[src/rtl/exc_seq_pkg.sv]
package exc_seq_pkg;
  localparam int PSR_W = 32;
  localparam int MODE_W = 5;
  localparam int BIT_T = 5;
  localparam int BIT_F = 6;
  localparam int BIT_I = 7;
  localparam int BIT_A = 8;
  localparam int BIT_E = 9;
  localparam int BIT_J = 24;

  localparam logic [MODE_W-1:0] MODE_FIQ = 5'b10001;
  localparam logic [MODE_W-1:0] MODE_IRQ = 5'b10010;
  localparam logic [MODE_W-1:0] MODE_SVC = 5'b10011;
  localparam logic [MODE_W-1:0] MODE_MON = 5'b10110;
  localparam logic [MODE_W-1:0] MODE_ABT = 5'b10111;
  localparam logic [MODE_W-1:0] MODE_UND = 5'b11011;

  typedef enum logic [3:0] {
    CAUSE_NONE     = 4'd0,
    CAUSE_RESET    = 4'd1,
    CAUSE_DABT     = 4'd2,
    CAUSE_DABT_MON = 4'd3,
    CAUSE_FIQ      = 4'd4,
    CAUSE_IRQ      = 4'd5,
    CAUSE_PABT     = 4'd6,
    CAUSE_DABT_IMP = 4'd7,
    CAUSE_BKPT     = 4'd8,
    CAUSE_UND      = 4'd9,
    CAUSE_SVC      = 4'd10,
    CAUSE_SMC_UND  = 4'd11,
    CAUSE_SMC_MON  = 4'd12
  } exc_cause_e;

  typedef enum logic [1:0] {
    BASE_ZERO = 2'd0,
    BASE_NS   = 2'd1,
    BASE_SEC  = 2'd2,
    BASE_MON  = 2'd3
  } base_sel_e;

  typedef struct packed {
    logic rst;
    logic dabt;
    logic fiq;
    logic irq;
    logic pabt;
    logic dabt_imp;
    logic bkpt;
    logic undef;
    logic svc;
    logic smc;
  } exc_req_t;
endpackage

[src/rtl/exc_arbiter.sv]
module exc_arbiter
  import exc_seq_pkg::*;
(
  input  exc_req_t   req,
  input  logic [2:0] masks,      // {A, I, F} from the working status
  input  logic       follow_on,
  input  logic       user,
  input  logic       ext_abort,
  input  logic       route_ea,
  output exc_cause_e cause
);
  logic fiq_ok, irq_ok, imp_ok;

  assign fiq_ok = req.fiq && !masks[0];
  assign irq_ok = req.irq && !masks[1];
  assign imp_ok = req.dabt_imp && !masks[2];

  always_comb begin
    cause = CAUSE_NONE;
    if (req.rst) begin
      cause = CAUSE_RESET;
    end else if (follow_on) begin
      if (fiq_ok) cause = CAUSE_FIQ;
    end else if (req.dabt) begin
      cause = (ext_abort && route_ea) ? CAUSE_DABT_MON : CAUSE_DABT;
    end else if (fiq_ok) begin
      cause = CAUSE_FIQ;
    end else if (irq_ok) begin
      cause = CAUSE_IRQ;
    end else if (req.pabt) begin
      cause = CAUSE_PABT;
    end else if (imp_ok) begin
      cause = CAUSE_DABT_IMP;
    end else if (req.bkpt) begin
      cause = CAUSE_BKPT;
    end else if (req.undef) begin
      cause = CAUSE_UND;
    end else if (req.svc) begin
      cause = CAUSE_SVC;
    end else if (req.smc) begin
      cause = user ? CAUSE_SMC_UND : CAUSE_SMC_MON;
    end
  end
endmodule

[src/rtl/exc_state_gen.sv]
module exc_state_gen
  import exc_seq_pkg::*;
#(
  parameter int          ADDR_W  = 32,
  parameter logic [31:0] HI_BASE = 32'hFFFF_0000
) (
  input  exc_cause_e        cause,
  input  logic [PSR_W-1:0]  old_psr,
  input  logic [ADDR_W-1:0] pc,
  input  logic              hi_vec,
  input  logic [ADDR_W-1:0] base_sec,
  input  logic [ADDR_W-1:0] base_ns,
  input  logic [ADDR_W-1:0] base_mon,
  input  logic              ee,
  output logic [PSR_W-1:0]  new_psr,
  output logic [ADDR_W-1:0] link,
  output logic [ADDR_W-1:0] vector
);
  localparam int OFF_W = 8;

  logic [MODE_W-1:0] mode;
  logic              set_f, set_i, set_a;
  logic [OFF_W-1:0]  offset;
  logic [3:0]        link_add;
  logic              link_zero;
  base_sel_e         bsel;
  logic [ADDR_W-1:0] base;

  always_comb begin
    mode      = MODE_SVC;
    set_f     = 1'b0;
    set_i     = 1'b1;
    set_a     = 1'b1;
    offset    = 8'h00;
    link_add  = 4'd4;
    link_zero = 1'b0;
    bsel      = BASE_NS;
    unique case (cause)
      CAUSE_RESET:    begin set_f = 1'b1; bsel = BASE_ZERO; link_zero = 1'b1; end
      CAUSE_DABT:     begin mode = MODE_ABT; offset = 8'h10; link_add = 4'd8; end
      CAUSE_DABT_MON: begin mode = MODE_MON; set_f = 1'b1; offset = 8'h10;
                            link_add = 4'd8; bsel = BASE_MON; end
      CAUSE_FIQ:      begin mode = MODE_FIQ; set_f = 1'b1; set_a = 1'b0; offset = 8'h1C; end
      CAUSE_IRQ:      begin mode = MODE_IRQ; offset = 8'h18; end
      CAUSE_PABT:     begin mode = MODE_ABT; offset = 8'h0C; end
      CAUSE_DABT_IMP: begin mode = MODE_ABT; offset = 8'h10; link_add = 4'd8; end
      CAUSE_BKPT:     begin mode = MODE_ABT; offset = 8'h0C; end
      CAUSE_UND:      begin mode = MODE_UND; set_a = 1'b0; offset = 8'h04; end
      CAUSE_SVC:      begin set_a = 1'b0; offset = 8'h08; end
      CAUSE_SMC_UND:  begin mode = MODE_UND; set_a = 1'b0; offset = 8'h04; bsel = BASE_SEC; end
      CAUSE_SMC_MON:  begin mode = MODE_MON; set_f = 1'b1; offset = 8'h08; bsel = BASE_MON; end
      default:        begin set_i = 1'b0; set_a = 1'b0; link_zero = 1'b1; bsel = BASE_ZERO; end
    endcase
  end

  always_comb begin
    unique case (bsel)
      BASE_NS:  base = base_ns;
      BASE_SEC: base = base_sec;
      BASE_MON: base = base_mon;
      default:  base = '0;
    endcase
    if (hi_vec && bsel != BASE_MON) base = HI_BASE[ADDR_W-1:0];
  end

  assign vector = base + ADDR_W'(offset);
  assign link   = link_zero ? '0 : pc + ADDR_W'(link_add);

  always_comb begin
    new_psr = old_psr;
    new_psr[MODE_W-1:0] = mode;
    new_psr[BIT_T] = 1'b0;
    new_psr[BIT_J] = 1'b0;
    new_psr[BIT_E] = ee;
    if (set_f) new_psr[BIT_F] = 1'b1;
    if (set_i) new_psr[BIT_I] = 1'b1;
    if (set_a) new_psr[BIT_A] = 1'b1;
  end
endmodule

[src/rtl/exc_entry_seq.sv]
module exc_entry_seq
  import exc_seq_pkg::*;
#(
  parameter int          ADDR_W  = 32,
  parameter logic [31:0] HI_BASE = 32'hFFFF_0000
) (
  input  logic              clk,
  input  logic              rst_n,
  input  logic              req_reset,
  input  logic              req_dabt,
  input  logic              req_fiq,
  input  logic              req_irq,
  input  logic              req_pabt,
  input  logic              req_dabt_imp,
  input  logic              req_bkpt,
  input  logic              req_undef,
  input  logic              req_svc,
  input  logic              req_smc,
  input  logic              dabt_external,
  input  logic              ea_route,
  input  logic [31:0]       cur_psr,
  input  logic [ADDR_W-1:0] cur_pc,
  input  logic              in_user,
  input  logic              hi_vectors,
  input  logic [ADDR_W-1:0] sec_base,
  input  logic [ADDR_W-1:0] ns_base,
  input  logic [ADDR_W-1:0] mon_base,
  input  logic              sec_ee,
  output logic              ent_valid,
  output logic [3:0]        ent_cause,
  output logic [31:0]       ent_cpsr,
  output logic [31:0]       ent_spsr,
  output logic [ADDR_W-1:0] ent_link,
  output logic [ADDR_W-1:0] ent_vector
);
  exc_req_t          req;
  exc_cause_e        cause;
  logic [PSR_W-1:0]  work_psr;
  logic [ADDR_W-1:0] work_pc;
  logic [PSR_W-1:0]  nxt_psr;
  logic [ADDR_W-1:0] nxt_link, nxt_vec;

  assign req = '{rst: req_reset, dabt: req_dabt, fiq: req_fiq, irq: req_irq,
                 pabt: req_pabt, dabt_imp: req_dabt_imp, bkpt: req_bkpt,
                 undef: req_undef, svc: req_svc, smc: req_smc};

  // Follow-on cycle: work from the bundle just produced.
  assign work_psr = ent_valid ? ent_cpsr   : cur_psr;
  assign work_pc  = ent_valid ? ent_vector : cur_pc;

  exc_arbiter u_arb (
    .req       (req),
    .masks     (work_psr[BIT_A:BIT_F]),
    .follow_on (ent_valid),
    .user      (in_user),
    .ext_abort (dabt_external),
    .route_ea  (ea_route),
    .cause     (cause)
  );

  exc_state_gen #(.ADDR_W(ADDR_W), .HI_BASE(HI_BASE)) u_gen (
    .cause    (cause),
    .old_psr  (work_psr),
    .pc       (work_pc),
    .hi_vec   (hi_vectors),
    .base_sec (sec_base),
    .base_ns  (ns_base),
    .base_mon (mon_base),
    .ee       (sec_ee),
    .new_psr  (nxt_psr),
    .link     (nxt_link),
    .vector   (nxt_vec)
  );

  always_ff @(posedge clk or negedge rst_n) begin
    if (!rst_n) begin
      ent_valid  <= 1'b0;
      ent_cause  <= CAUSE_NONE;
      ent_cpsr   <= '0;
      ent_spsr   <= '0;
      ent_link   <= '0;
      ent_vector <= '0;
    end else begin
      ent_valid <= (cause != CAUSE_NONE);
      ent_cause <= cause;
      if (cause != CAUSE_NONE) begin
        ent_cpsr   <= nxt_psr;
        ent_spsr   <= work_psr;
        ent_link   <= nxt_link;
        ent_vector <= nxt_vec;
      end
    end
  end
endmodule

[config.mk]
export PLATFORM = sky130hd
export DESIGN_NAME = exc_entry_seq
export DESIGN_NICKNAME = d
export VERILOG_FILES = /design/src/rtl/exc_seq_pkg.sv /design/src/rtl/exc_arbiter.sv /design/src/rtl/exc_state_gen.sv /design/src/rtl/exc_entry_seq.sv
export SDC_FILE = /design/constraint.sdc
export NUM_CORES = 1
export LEC_CHECK = 0
export ABC_AREA = 1
export BUFFER_PORTS_ARGS = -buffer_cell sky130_fd_sc_hd__clkbuf_2
export CAP_MARGIN = 25
export CORE_MARGIN = 4
export CORE_UTILIZATION = 45
export DETAILED_ROUTE_END_ITERATION = 7
export PLACE_DENSITY = 0.79
export SLEW_MARGIN = 20
export SYNTH_ARGS = -nofsm -noshare
export SYNTH_HDL_FRONTEND = slang
export SYNTH_SLANG_ARGS = --single-unit
[constraint.sdc]
create_clock -name clk -period 3.5 [get_ports clk]
set_input_delay 0.875 -clock clk [delete_from_list [all_inputs] [get_ports clk]]
set_output_delay 0.875 -clock clk [all_outputs]
set_load 0.005 [all_outputs]
; Word-level counts from Yosys, hierarchy flattened
; Cells that the tools add are included.
[totals]
ff_bits = 131
wordCells = 73
[classes]
n_eq_ne = 16
n_addsub = 2
reduce_logical = 20
muxes = 29
[ops]
columns = cell, count
row1 = 32-bit two-way mux, 4
row2 = 32-bit one-hot mux with 3 select lines, 1
row3 = 4-bit two-way mux, 12
row4 = 32-bit by 4-bit adder with 32-bit output, 1
row5 = 32-bit by 5-bit adder with 32-bit output, 1
row6 = 5-bit one-hot mux with 6 select lines, 1
row7 = "4-bit equality test, second input constant", 5
row8 = 4-bit one-hot mux with 5 select lines, 1
row9 = "4-bit by 3-bit equality test with 1-bit output, second input constant", 4
row10 = 8-bit OR reduction, 2
row11 = 12-bit OR reduction, 1
row12 = 11-bit OR reduction, 1
row13 = "4-bit by 2-bit equality test with 1-bit output, second input constant", 2
row14 = 2-bit OR reduction, 4
row15 = 4-bit OR reduction, 2
row16 = 1-bit two-way mux, 7
row17 = 3-bit two-way mux, 2
row18 = 2-bit one-hot mux with 3 select lines, 1
row19 = 1-bit logical AND, 5
row20 = "2-bit equality test, second input constant", 2
row21 = "4-bit by 1-bit equality test with 1-bit output, second input constant", 1
row22 = 4-bit nonzero test, 1
row23 = 1-bit logical NOT, 3
row24 = 3-bit OR reduction, 1
row25 = other kinds (2), 2

; Depth between registers and ports, before layout
; Gate-level depths: netlist of the first run.
[logic_depth]
depth_word = 19
ltp_mapped = 32
depth_no_buf = 29

; Hierarchy
; A second synthesis of the first run with hierarchy kept.
[hier_totals]
hier_cells = 1403
hier_area_um2 = 9202.6
[by_module_without_submodules]
columns = module, seq_area_each_um2, area_each_um2, cells_per_inst, instances
row1 = exc_entry_seq, 3328.2, 5945.7, 768, 1
row2 = exc_state_gen, 0.0, 3057.9, 591, 1
row3 = exc_arbiter, 0.0, 198.9, 44, 1

; Worst setup path before layout of the first run
; Ideal clock, no wire load.
[synth_timing]
path_type = input port to flip-flop
start = input port cur_psr[8]
end = register ent_vector[30]
path_stages = 30
setup_ns = 0.117
slack_ns = -0.622
t_required_ns = 3.383
arrival_time_ns = 4.005
n_path_buf = 2
path_cell_list = nand2_2 > nand3_1 > nand2_2 > o21ai_1 > nand2_1 > nand2_2 > inv_2 > nand2_4 > buf_6 > buf_2 > nand2_1 > inv_1 > nand2_1 > nand3_1 > nand2_1 > inv_1 > ha_1 > inv_1 > fa_1 > or2_2 > nand2_1 > nand3_1 > nor2_4 > nand3_1 > clkinv_1 > nand2_1 > nand2_1 > nand2_1 > nand2_1 > nand2_1
[synth_via]
elab_chain_cells = 17
[synth_rtl]
columns = item, line
row1 = from (decl), exc_entry_seq.sv:21  ; input logic [31:0] cur_psr,
row2 = 32-bit two-way mux *, exc_entry_seq.sv:48  ; assign work_psr = ent_valid ? ent_cpsr : cur_psr;
row3 = 1-bit logical NOT *, exc_arbiter.sv:16  ; assign imp_ok = req.dabt_imp && !masks[2];
row4 = 1-bit logical AND *, exc_arbiter.sv:16
row5 = 4-bit two-way mux *, exc_arbiter.sv:32  ; end else if (imp_ok) begin
row6 = 4-bit two-way mux *, exc_arbiter.sv:30  ; end else if (req.pabt) begin
row7 = 4-bit two-way mux *, exc_arbiter.sv:28  ; end else if (irq_ok) begin
row8 = 4-bit two-way mux *, exc_arbiter.sv:26  ; end else if (fiq_ok) begin
row9 = 4-bit two-way mux *, exc_arbiter.sv:24  ; end else if (req.dabt) begin
row10 = (+2 left out), --
row11 = named net cause[2], exc_entry_seq.sv:37  ; exc_cause_e cause;
row12 = 4-bit by 2-bit equality test with 1-bit output (tied with other cells), exc_state_gen.sv:38  ; unique case (cause)
row13 = 8-bit OR reduction (no source line) / 2-bit OR reduction (equally long branches), --
row14 = 2-bit one-hot mux with 3 select lines, exc_state_gen.sv:38
row15 = 2-bit equality test (tied with other cells), exc_state_gen.sv:57  ; unique case (bsel)
row16 = 32-bit one-hot mux with 3 select lines / 1-bit logical AND (equally long branches), "exc_state_gen.sv:57, exc_state_gen.sv:63"
row17 = 32-bit two-way mux, exc_state_gen.sv:63  ; if (hi_vec && bsel != BASE_MON) base = HI_BASE[ADDR_W-1:0];
row18 = 32-bit by 5-bit adder with 32-bit output, exc_state_gen.sv:66  ; assign vector = base + ADDR_W'(offset);
row19 = to (signal assigned), exc_entry_seq.sv:90  ; ent_vector <= nxt_vec;
row20 = to (decl), exc_entry_seq.sv:34  ; output logic [ADDR_W-1:0] ent_vector
; Mark *: on every way through the listed nets, which the timed path passes. The rest lies on a longest branch.
; A chain may end at the register's enable or synchronous reset.

; Final worst setup path of the first run
[layout_timing]
start = register ent_valid
end = register ent_vector[24]
[layout_via]
elab_chain_cells = 17
[layout_rtl]
columns = item, line
row1 = from (decl), exc_entry_seq.sv:29  ; output logic ent_valid,
row2 = from (signal assigned), exc_entry_seq.sv:84  ; ent_valid <= (cause != CAUSE_NONE);
row3 = 32-bit two-way mux, exc_entry_seq.sv:48
row4 = 1-bit logical NOT, exc_arbiter.sv:16
row5 = 1-bit logical AND, exc_arbiter.sv:16
row6 = 4-bit two-way mux, exc_arbiter.sv:32
row7 = 4-bit two-way mux, exc_arbiter.sv:30
row8 = 4-bit two-way mux, exc_arbiter.sv:28
row9 = 4-bit two-way mux, exc_arbiter.sv:26
row10 = 4-bit two-way mux, exc_arbiter.sv:24
row11 = 4-bit two-way mux *, exc_arbiter.sv:22  ; end else if (follow_on) begin
row12 = 4-bit two-way mux *, exc_arbiter.sv:20  ; if (req.rst) begin
row13 = 4-bit by 2-bit equality test with 1-bit output (tied with other cells), exc_state_gen.sv:38
row14 = 8-bit OR reduction (no source line) / 2-bit OR reduction (equally long branches), --
row15 = 2-bit one-hot mux with 3 select lines, exc_state_gen.sv:38
row16 = 2-bit equality test (tied with other cells), exc_state_gen.sv:57
row17 = 32-bit one-hot mux with 3 select lines / 1-bit logical AND (equally long branches), "exc_state_gen.sv:57, exc_state_gen.sv:63"
row18 = 32-bit two-way mux, exc_state_gen.sv:63
row19 = 32-bit by 5-bit adder with 32-bit output, exc_state_gen.sv:66
; Every way passes the cells marked *; elsewhere a longest branch is shown, timed or not.

==> impl_summary.log, run 1 <==
[metrics] number of antenna violations at the first check in global routing: 0
[metrics] failing checks: setup timing
[metrics] GR met3 Demand/Resource: roughly 3.0%
[metrics] number of port buffers: ~310
[metrics] status: finished with violations
[metrics] type of origin of the critical path: flip-flop
[metrics] Period Utilization, post-route: 104%
[metrics] met1 usage in global routing: about a third
[metrics] final non-filler cell area: between 10000 and 15000 um2
[metrics] Synth async-reset ratio: between 90% and 100%
[metrics] die boundary width: roughly 140 um
[metrics] clock tree from TritonCTS: done
[metrics] worst path required time: between 3 and 4 ns
[metrics] remaining routing DRC violations: 0
[metrics] number of enable flip-flop cells after synthesis: 0
[metrics] die outline area: 18700 um2
[metrics] total length of routed wires: around 26 mm
[metrics] Worst Path Class, Setup: flip-flop to flip-flop
[metrics] area of all sequential standard cells: roughly 2800 um2
[metrics] DR iter-0 viols: about 540
[metrics] maximum number of pins on one net before global-route repair: roughly 110
[metrics] peak ir drop on the vdd network: 257 uV
[metrics] RSZ-0062 raised after global routing: yes
[metrics] upper clock frequency limit: between 200 and 300 MHz
[metrics] number of synthesis warnings: 0
[metrics] global-route wire length before repair: approximately 38 mm
[metrics] drt wl/cell: ~16 um
[metrics] post-synthesis sequential element count: 110
[metrics] footprint of the multi-input gates: approximately 4500 um2
[metrics] clock-pin transition on the worst setup and hold timing paths: 0.07 ns
[metrics] met2 GRT Util: between 40 and 50%
[metrics] clock insertion delay at the later pin of the skew report: between 0.3 and 0.4 ns
[metrics] Leak Pwr: around 5.5 nW
[metrics] count of cell types in the netlist: 48
[metrics] H-tree depth: 3
[metrics] all-layer global routing usage: approximately 26%
[metrics] area growth from synthesis to layout: 43.6%
[metrics] slew at the pin closest to its max-slew limit: 0.716 ns
[metrics] mean area per synthesized cell: between 7 and 8 um2
[metrics] endpoint class of the critical path: flip-flop
[metrics] sequential-to-total area share from yosys stat: approximately 37%
[metrics] Power Density: ~460 nW/um2
[metrics] number of fill cells: about 1.3k
[metrics] overall die height: ~140 um
[metrics] worst-case setup margin in the final layout: -0.137 ns
[metrics] minimum clock period: approximately 3.6 ns
[metrics] synthesized area: around 7500 um2
[metrics] clk root buf: sky130_fd_sc_hd__clkbuf_16
[metrics] via count: about 8k
[metrics] detail-routed via count per cell: ~5.1
[metrics] fraction of final layout cells with drive strength greater than 1: about 44%
[metrics] final weighted congestion in routability-driven placement: slightly above 0.9
[metrics] number of clock sinks: 110
[metrics] I/O pin count: 310
[metrics] remaining antenna violation count after routing: 0
[metrics] number of max-capacitance violations reported: 0
[metrics] detailed-router iteration count before antenna repair: 5
[metrics] vias in the first global route: just under 8k
[metrics] Floorplan Core Area: 16100 um2
[metrics] Starting Density: 46.5%
[metrics] Critical Path AT: between 3 and 4 ns
[metrics] number of inserted diodes: 0
[metrics] placed instance area: 9830 um2
[metrics] number of hold violations in the final report: 0
[metrics] max-slew headroom at the worst pin: 51.8%
[metrics] most common flop cell mapped by yosys: sky130_fd_sc_hd__dfrtp_1
[metrics] Max Fanout on Critical Path: 8
[metrics] most congested layer reported by global routing: met2
[metrics] estimated wirelength of the detail-placed design: between 20 and 25 mm
[metrics] clk buf depth: 2
[metrics] count of endpoints failing setup in the final report: 14
[metrics] worst hold path class: flip-flop to flip-flop
[metrics] gate count of the mapped netlist: 1017
[metrics] Worst Hold Slack: between 0.4 and 0.5 ns
[metrics] Final Skew: about 0.016 ns
[metrics] total global routing overflow: 0
[metrics] total CTS buffers: 9
[metrics] number of nets at the end of the flow: ~1.6k
[metrics] Placement Rows: 46
[metrics] count of final max-slew check failures: 0
flip-flops by register name, summed over array words and instances (netlist names):
| name | cells |
|---|---|
| ent_cause | 4 |
| ent_valid | 1 |
| ent_link | 32 |
| ent_cpsr | 9 |
| ent_spsr | 32 |
| ent_vector | 32 |
Yosys cell counts (all sizes together) (2+ instances only):
library cell    n  area, um2
clkinv          2       8.75
nor2          106        458
buf            46        344
dfrtp         110       2750
mux2i           8       80.1
o31ai           2       15.0
ha              5       62.6
a21oi          13       76.3
o21bai          3       22.5
clkbuf         16       60.1
or2            18        113
o21a            2       15.0
xor2           19        166
o22ai           3       18.8
mux2           21        236
nand2         295       1150
nand3         109        621
nand3b          2       15.0
nand4          20        125
a32o            8       80.1
o21ai          61        305
nor3            8       40.0
nor4            5       31.3
a22o            6       52.6
fa              2       40.0
inv           102        385
a31oi           9       56.3
xnor2          10       87.6
final cells by class:
cell class | count | area share (%)
timing repair inverter | 1 | 0.0584
multi-input combinational | 742 | 41.6
timing repair buffer | 423 | 23.5
tap | 216 | 2.52
clock buffer | 9 | 2.10
sequential | 110 | 25.7
inverter | 104 | 3.89
clock inverter | 6 | 0.665
cells by family after synthesis:
logic type	Yosys count	share of synthesized area, %
other	1	0.0503
AND/OR/NAND/NOR	564	34.3
AO/OA/AOI/OAI	111	9.05
multiplexers	29	4.24
buffers and inverters	166	10.7
flip-flops	110	36.9
adder cells (fa/ha/maj)	7	1.37
XOR/XNOR	29	3.40
where the power goes:
group / switching [W] / total [W] / internal (W)
clock: 0.000471 / 0.00103 / 0.000557
sequential: 0.000226 / 0.00181 / 0.00159
combinational: 0.00115 / 0.00207 / 0.000916
total: 0.00185 / 0.00491 / 0.00306
cell usage in the layout, fill, tap and decap left out, types with 4 or more instances in the layout:
| cell | instances |
|---|---|
| sky130_fd_sc_hd__a21oi_1 | 9 |
| sky130_fd_sc_hd__a22o_1 | 6 |
| sky130_fd_sc_hd__a31oi_1 | 9 |
| sky130_fd_sc_hd__a32o_1 | 8 |
| sky130_fd_sc_hd__buf_4 | 106 |
| sky130_fd_sc_hd__buf_6 | 11 |
| sky130_fd_sc_hd__clkbuf_16 | 9 |
| sky130_fd_sc_hd__clkbuf_2 | 301 |
| sky130_fd_sc_hd__dfrtp_1 | 109 |
| sky130_fd_sc_hd__inv_1 | 79 |
| sky130_fd_sc_hd__inv_2 | 17 |
| sky130_fd_sc_hd__inv_4 | 5 |
| sky130_fd_sc_hd__mux2_2 | 21 |
| sky130_fd_sc_hd__mux2i_1 | 8 |
| sky130_fd_sc_hd__nand2_1 | 259 |
| sky130_fd_sc_hd__nand2_2 | 27 |
| sky130_fd_sc_hd__nand2_4 | 6 |
| sky130_fd_sc_hd__nand3_1 | 90 |
| sky130_fd_sc_hd__nand3_2 | 6 |
| sky130_fd_sc_hd__nand3_4 | 13 |
| sky130_fd_sc_hd__nand4_1 | 20 |
| sky130_fd_sc_hd__nor2_1 | 77 |
| sky130_fd_sc_hd__nor2_2 | 9 |
| sky130_fd_sc_hd__nor2_4 | 20 |
| sky130_fd_sc_hd__nor3_1 | 4 |
| sky130_fd_sc_hd__o21ai_0 | 47 |
| sky130_fd_sc_hd__o21ai_1 | 13 |
| sky130_fd_sc_hd__or2_2 | 16 |
| sky130_fd_sc_hd__xnor2_1 | 6 |
| sky130_fd_sc_hd__xnor2_2 | 4 |
| sky130_fd_sc_hd__xor2_1 | 18 |
path summary, 6_finish.rpt:
kind	start	endpoint	slack (ns)	depth (start not counted)
max in group asynchronous	rst_n	ent_valid	2.41	2
min reg2reg	ent_link[8]	ent_link[8]	0.48	2
min in group asynchronous	rst_n	ent_link[23]	0.60	2
max reg2reg	ent_valid	ent_vector[24]	-0.14	26
max	ent_valid	ent_vector[24]	-0.14	26
min	ent_link[8]	ent_link[8]	0.48	2
per-layer routing:
metal | share of wire (%) | wire [um] | vias up
met1 | 42 | 10900 | 3748
met4 | 2.8 | 722 | 0
met3 | 6.6 | 1700 | 46
met5 | 0 | 0 | -
li1 | - | - | 4031
met2 | 48 | 12400 | 345
worst max-delay path, stage by stage (launching register included):
cell                      delay, ns
sky130_fd_sc_hd__dfrtp_2       0.53
sky130_fd_sc_hd__nand2_2       0.14
sky130_fd_sc_hd__nand3_4       0.13
sky130_fd_sc_hd__nand2_1       0.07
sky130_fd_sc_hd__nor2_2        0.12
sky130_fd_sc_hd__nand2_2       0.12
sky130_fd_sc_hd__a21oi_4       0.22
sky130_fd_sc_hd__nand3_4       0.14
sky130_fd_sc_hd__nand2_4       0.11
sky130_fd_sc_hd__nand2_2       0.06
sky130_fd_sc_hd__nand3_2       0.07
sky130_fd_sc_hd__nand2_1       0.05
sky130_fd_sc_hd__inv_1         0.05
sky130_fd_sc_hd__ha_2          0.17
sky130_fd_sc_hd__inv_2         0.04
sky130_fd_sc_hd__fa_2          0.35
sky130_fd_sc_hd__or2_4         0.25
sky130_fd_sc_hd__nand2_2       0.07
sky130_fd_sc_hd__nand3_4       0.08
sky130_fd_sc_hd__nor2_4        0.22
sky130_fd_sc_hd__buf_4         0.16
sky130_fd_sc_hd__buf_6         0.08
sky130_fd_sc_hd__nand2_1       0.04
sky130_fd_sc_hd__nand2_1       0.05
sky130_fd_sc_hd__nand2_1       0.06
sky130_fd_sc_hd__nand2_1       0.06
sky130_fd_sc_hd__nand2_1       0.05
stage by stage:
stage | setup WS, ns | cells | TNS, ns | power, W | util (%)
finish | -0.137 | 1611 | -1.12 | 0.00491 | 66.8
global route | -0.341 | 1611 | -6.34 | 0.00525 | 66.8
CTS | -0.0163 | 1591 | -0.0429 | 0.00485 | 64.2
floorplan | -0.383 | 1018 | -4.19 | 0.00297 | -
detailed placement | -0.466 | 1569 | -15.04 | 0.00379 | 61.2
global placement | -0.388 | 1569 | -12.31 | 0.00374 | 61.2
repair_timing:
action,CTS,global route
hold buffers,0,0
setup endpoints to repair,25,41
gates resized for setup,28,73
setup buffers,6,20
pin swaps,18,52
gates cloned,1,0
endpoints found under the hold margin,0,0
(Power assumes the default switching activity.)
==> inputs of run 2 (changes only) <==
--- a/config.mk
+++ b/config.mk
@@ -9,9 +9,9 @@
 export BUFFER_PORTS_ARGS = -buffer_cell sky130_fd_sc_hd__clkbuf_2
 export CAP_MARGIN = 25
 export CORE_MARGIN = 4
-export CORE_UTILIZATION = 45
+export CORE_UTILIZATION = 49
 export DETAILED_ROUTE_END_ITERATION = 7
-export PLACE_DENSITY = 0.79
+export PLACE_DENSITY = 0.81
 export SLEW_MARGIN = 20
 export SYNTH_ARGS = -nofsm -noshare
 export SYNTH_HDL_FRONTEND = slang
==> constraint.sdc (replaced) <==
create_clock -name clk -period 3.69 [get_ports clk]
set_input_delay 0.9225 -clock clk [delete_from_list [all_inputs] [get_ports clk]]
set_output_delay 0.9225 -clock clk [all_outputs]
set_load 0.005 [all_outputs]
==> run 2 against run 1 <==
Against the previous run:
- die area shrank 7.7%
- register-to-register slack gained 0.13 ns
- sequential power shrank 5%
- total power shrank 7.1%
- hold slack gained 0.0050 ns
- largest cell class unchanged
- global-route usage grew 1.7 points
- the run still ends with setup timing left
- clock skew shrank 0.0012 ns
- highest routed layer unchanged
- core utilization grew 4.9 points
- routed wire length shrank 0.23%
- via count grew 1.8%
- first-iteration DRC count grew 29%
==> impl_summary.log, run 2 (synthesis gave the netlist of run 1 again) <==
[metrics] Crit. Startpoint: req_dabt
[metrics] footprint of the multi-input gates: around 4500 um2
[metrics] total CTS buffers: 9
[metrics] most frequent standard cell in the layout excluding fill and tap cells: sky130_fd_sc_hd__clkbuf_2
[metrics] total design power: ~0.0046 W
[metrics] number of hold violations in the final report: 0
[metrics] RSZ-0062 raised after global routing: yes
[metrics] number of fill cells: 1167
[metrics] status: finished with violations
[metrics] H-tree depth: 3
[metrics] critical register-to-register path startpoint: ent_valid
[metrics] clk buf depth: 2
[metrics] fraction of final layout cells with drive strength greater than 1: a little over two fifths
[metrics] area of all sequential standard cells: around 2800 um2
[metrics] # hold bufs at CTS: 0
[metrics] Leak Pwr: 5.46 nW
[metrics] Starting Density: about half
[metrics] maximum number of pins on one net before global-route repair: 63
[metrics] Max Fanout on Critical Path: 5
[metrics] clk root buf: sky130_fd_sc_hd__clkbuf_16
[metrics] worst path required time: 3.90 ns
[metrics] worst hold path startpoint: ent_spsr[5]
[metrics] number of inserted diodes: 0
[metrics] DR iter-0 viols: about 700
[metrics] Floorplan Core Area: 14700 um2
[metrics] slew at the pin closest to its max-slew limit: roughly 0.70 ns
[metrics] number of max-capacitance violations reported: 0
[metrics] estimated wirelength of the detail-placed design: approximately 20 mm
[metrics] count of final max-slew check failures: 0
[metrics] detailed-router iteration count before antenna repair: 5
[metrics] area growth from synthesis to layout: 41.2%
[metrics] type of origin of the critical path: input port
[metrics] all-layer global routing usage: around 28%
[metrics] detail-routed via count per cell: 5.31
[metrics] upper clock frequency limit: between 200 and 300 MHz
[metrics] remaining routing DRC violations: 0
[metrics] endpoint class of the critical path: flip-flop
[metrics] vias in the first global route: around 8k
[metrics] clock tree from TritonCTS: done
[metrics] die outline area: between 15000 and 20000 um2
[metrics] most frequent cells in the layout: sky130_fd_sc_hd__clkbuf_2 (299), sky130_fd_sc_hd__nand2_1 (263), sky130_fd_sc_hd__dfrtp_1 (109)
[metrics] die boundary width: 131 um
[metrics] Worst Path Class, Setup: input port to flip-flop
[metrics] total length of routed wires: approximately 26 mm
[metrics] overall die height: 131 um
[metrics] Critical Path AT: ~4 ns
[metrics] number of port buffers: approximately 310
[metrics] worst hold path class: flip-flop to flip-flop
[metrics] failing checks: setup timing
[metrics] number of clock sinks: 110
[metrics] total global routing overflow: 0
[metrics] drt wl/cell: ~16 um
[metrics] global-route wire length before repair: approximately 40 mm
[metrics] clock insertion delay at the later pin of the skew report: 0.35 ns
[metrics] remaining antenna violation count after routing: 0
[metrics] I/O pin count: between 300 and 400
[metrics] count of endpoints failing setup in the final report: 20
[metrics] max-slew headroom at the worst pin: a little over half
[metrics] pre-CTS setup slack: -0.542 ns
[metrics] worst-case setup margin in the final layout: -0.101 ns
[metrics] peak ir drop on the vdd network: between 200 and 300 uV
[metrics] via count: 8316
[metrics] number of nets at the end of the flow: about 1.6k
[metrics] number of antenna violations at the first check in global routing: 0
[metrics] Final Skew: roughly 0.014 ns
[metrics] Placement Rows: 44
[metrics] minimum clock period: approximately 3.8 ns
[metrics] registers with the most flip-flops: ent_link (32), ent_spsr (32), ent_vector (32)
[metrics] final weighted congestion in routability-driven placement: about 0.95
[metrics] clock-pin transition on the worst setup and hold timing paths: about 0.070 ns
[metrics] Period Utilization, post-route: 103%
[metrics] Power Density: ~430 nW/um2
## run 2: worst paths after layout
path / to / slack, ns / cells after the start
hold reg to reg: ent_spsr[5] / 0.49 / 2
setup reg to reg: ent_vector[13] / -0.01 / 25
max in group asynchronous: ent_spsr[13] / 2.36 / 2
min in group asynchronous: ent_link[19] / 0.63 / 1
hold / removal: ent_spsr[5] / 0.49 / 2
setup / recovery: ent_vector[13] / -0.10 / 25
## run 2: what timing repair did
item / CTS / global route
pin swaps: 2 / 59
resized for setup: 8 / 131
endpoints found under the hold margin: 0 / 0
endpoints found under the setup margin: 25 / 40
buffers inserted: 5 / 20
## run 2: where the power goes
group / switching (W) / internal [W] / leakage, nW
Combinational: 0.00109 / 0.000842 / 3.97
Sequential: 0.000216 / 0.00150 / 1.37
Clock: 0.000442 / 0.000459 / 0.128
Total: 0.00175 / 0.00281 / 5.46
## run 2: layout make-up
type	count	area share, %
Clock inverter	6	0.439
Tap cell	184	2.19
Timing Repair Buffer	411	22.8
Inverter	104	3.92
Sequential cell	110	26.1
Multi-Input combinational cell	742	42.3
Clock buffer	9	2.14
## run 2: worst max-delay path, stage by stage
cell and delay, ns:
sky130_fd_sc_hd__buf_2 0.13, sky130_fd_sc_hd__inv_2 0.06, sky130_fd_sc_hd__nand2_1 0.07, sky130_fd_sc_hd__nor2_1 0.15, sky130_fd_sc_hd__nand3_2 0.10, sky130_fd_sc_hd__nor2_4 0.16, sky130_fd_sc_hd__buf_6 0.14, sky130_fd_sc_hd__clkinvlp_4 0.14
sky130_fd_sc_hd__nand3_4 0.12, sky130_fd_sc_hd__nand2_4 0.06, sky130_fd_sc_hd__buf_4 0.14, sky130_fd_sc_hd__nand2_1 0.07, sky130_fd_sc_hd__nand3_2 0.09, sky130_fd_sc_hd__nand2_1 0.09, sky130_fd_sc_hd__inv_2 0.05, sky130_fd_sc_hd__ha_4 0.27
sky130_fd_sc_hd__nand3_1 0.09, sky130_fd_sc_hd__and2_4 0.17, sky130_fd_sc_hd__inv_2 0.06, sky130_fd_sc_hd__nand2_2 0.06, sky130_fd_sc_hd__nor2_4 0.16, sky130_fd_sc_hd__nand3_4 0.17, sky130_fd_sc_hd__nor2_4 0.23, sky130_fd_sc_hd__xor2_2 0.18
sky130_fd_sc_hd__o21ai_1 0.09
## run 2: metrics by stage
| step | cells | area (um2) | setup TNS [ns] | hold slack (ns) | util, % |
|---|---|---|---|---|---|
| after floorplan | 1018 | 7590 | -1.94 | 0.473 | - |
| after CTS | 1546 | 9910 | -0.00184 | 0.491 | 67.4 |
| final | 1566 | 10500 | -1.17 | 0.488 | 71.7 |
| after global placement | 1526 | 9570 | -9.85 | 0.467 | 65.1 |
| after global routing | 1566 | 10500 | -6.52 | 0.514 | 71.7 |
| after detailed placement | 1526 | 9570 | -15.99 | 0.474 | 65.1 |
## run 2: metal layers
layer	global-route usage, %	share of wire (%)	wire [um]	up-vias
met5	0	0	0	-
met4	9.80	3.3	855	0
met3	4.01	7.9	2030	64
met2	47.8	49	12500	443
met1	35.6	40	10300	3811
li1	-	-	-	3998
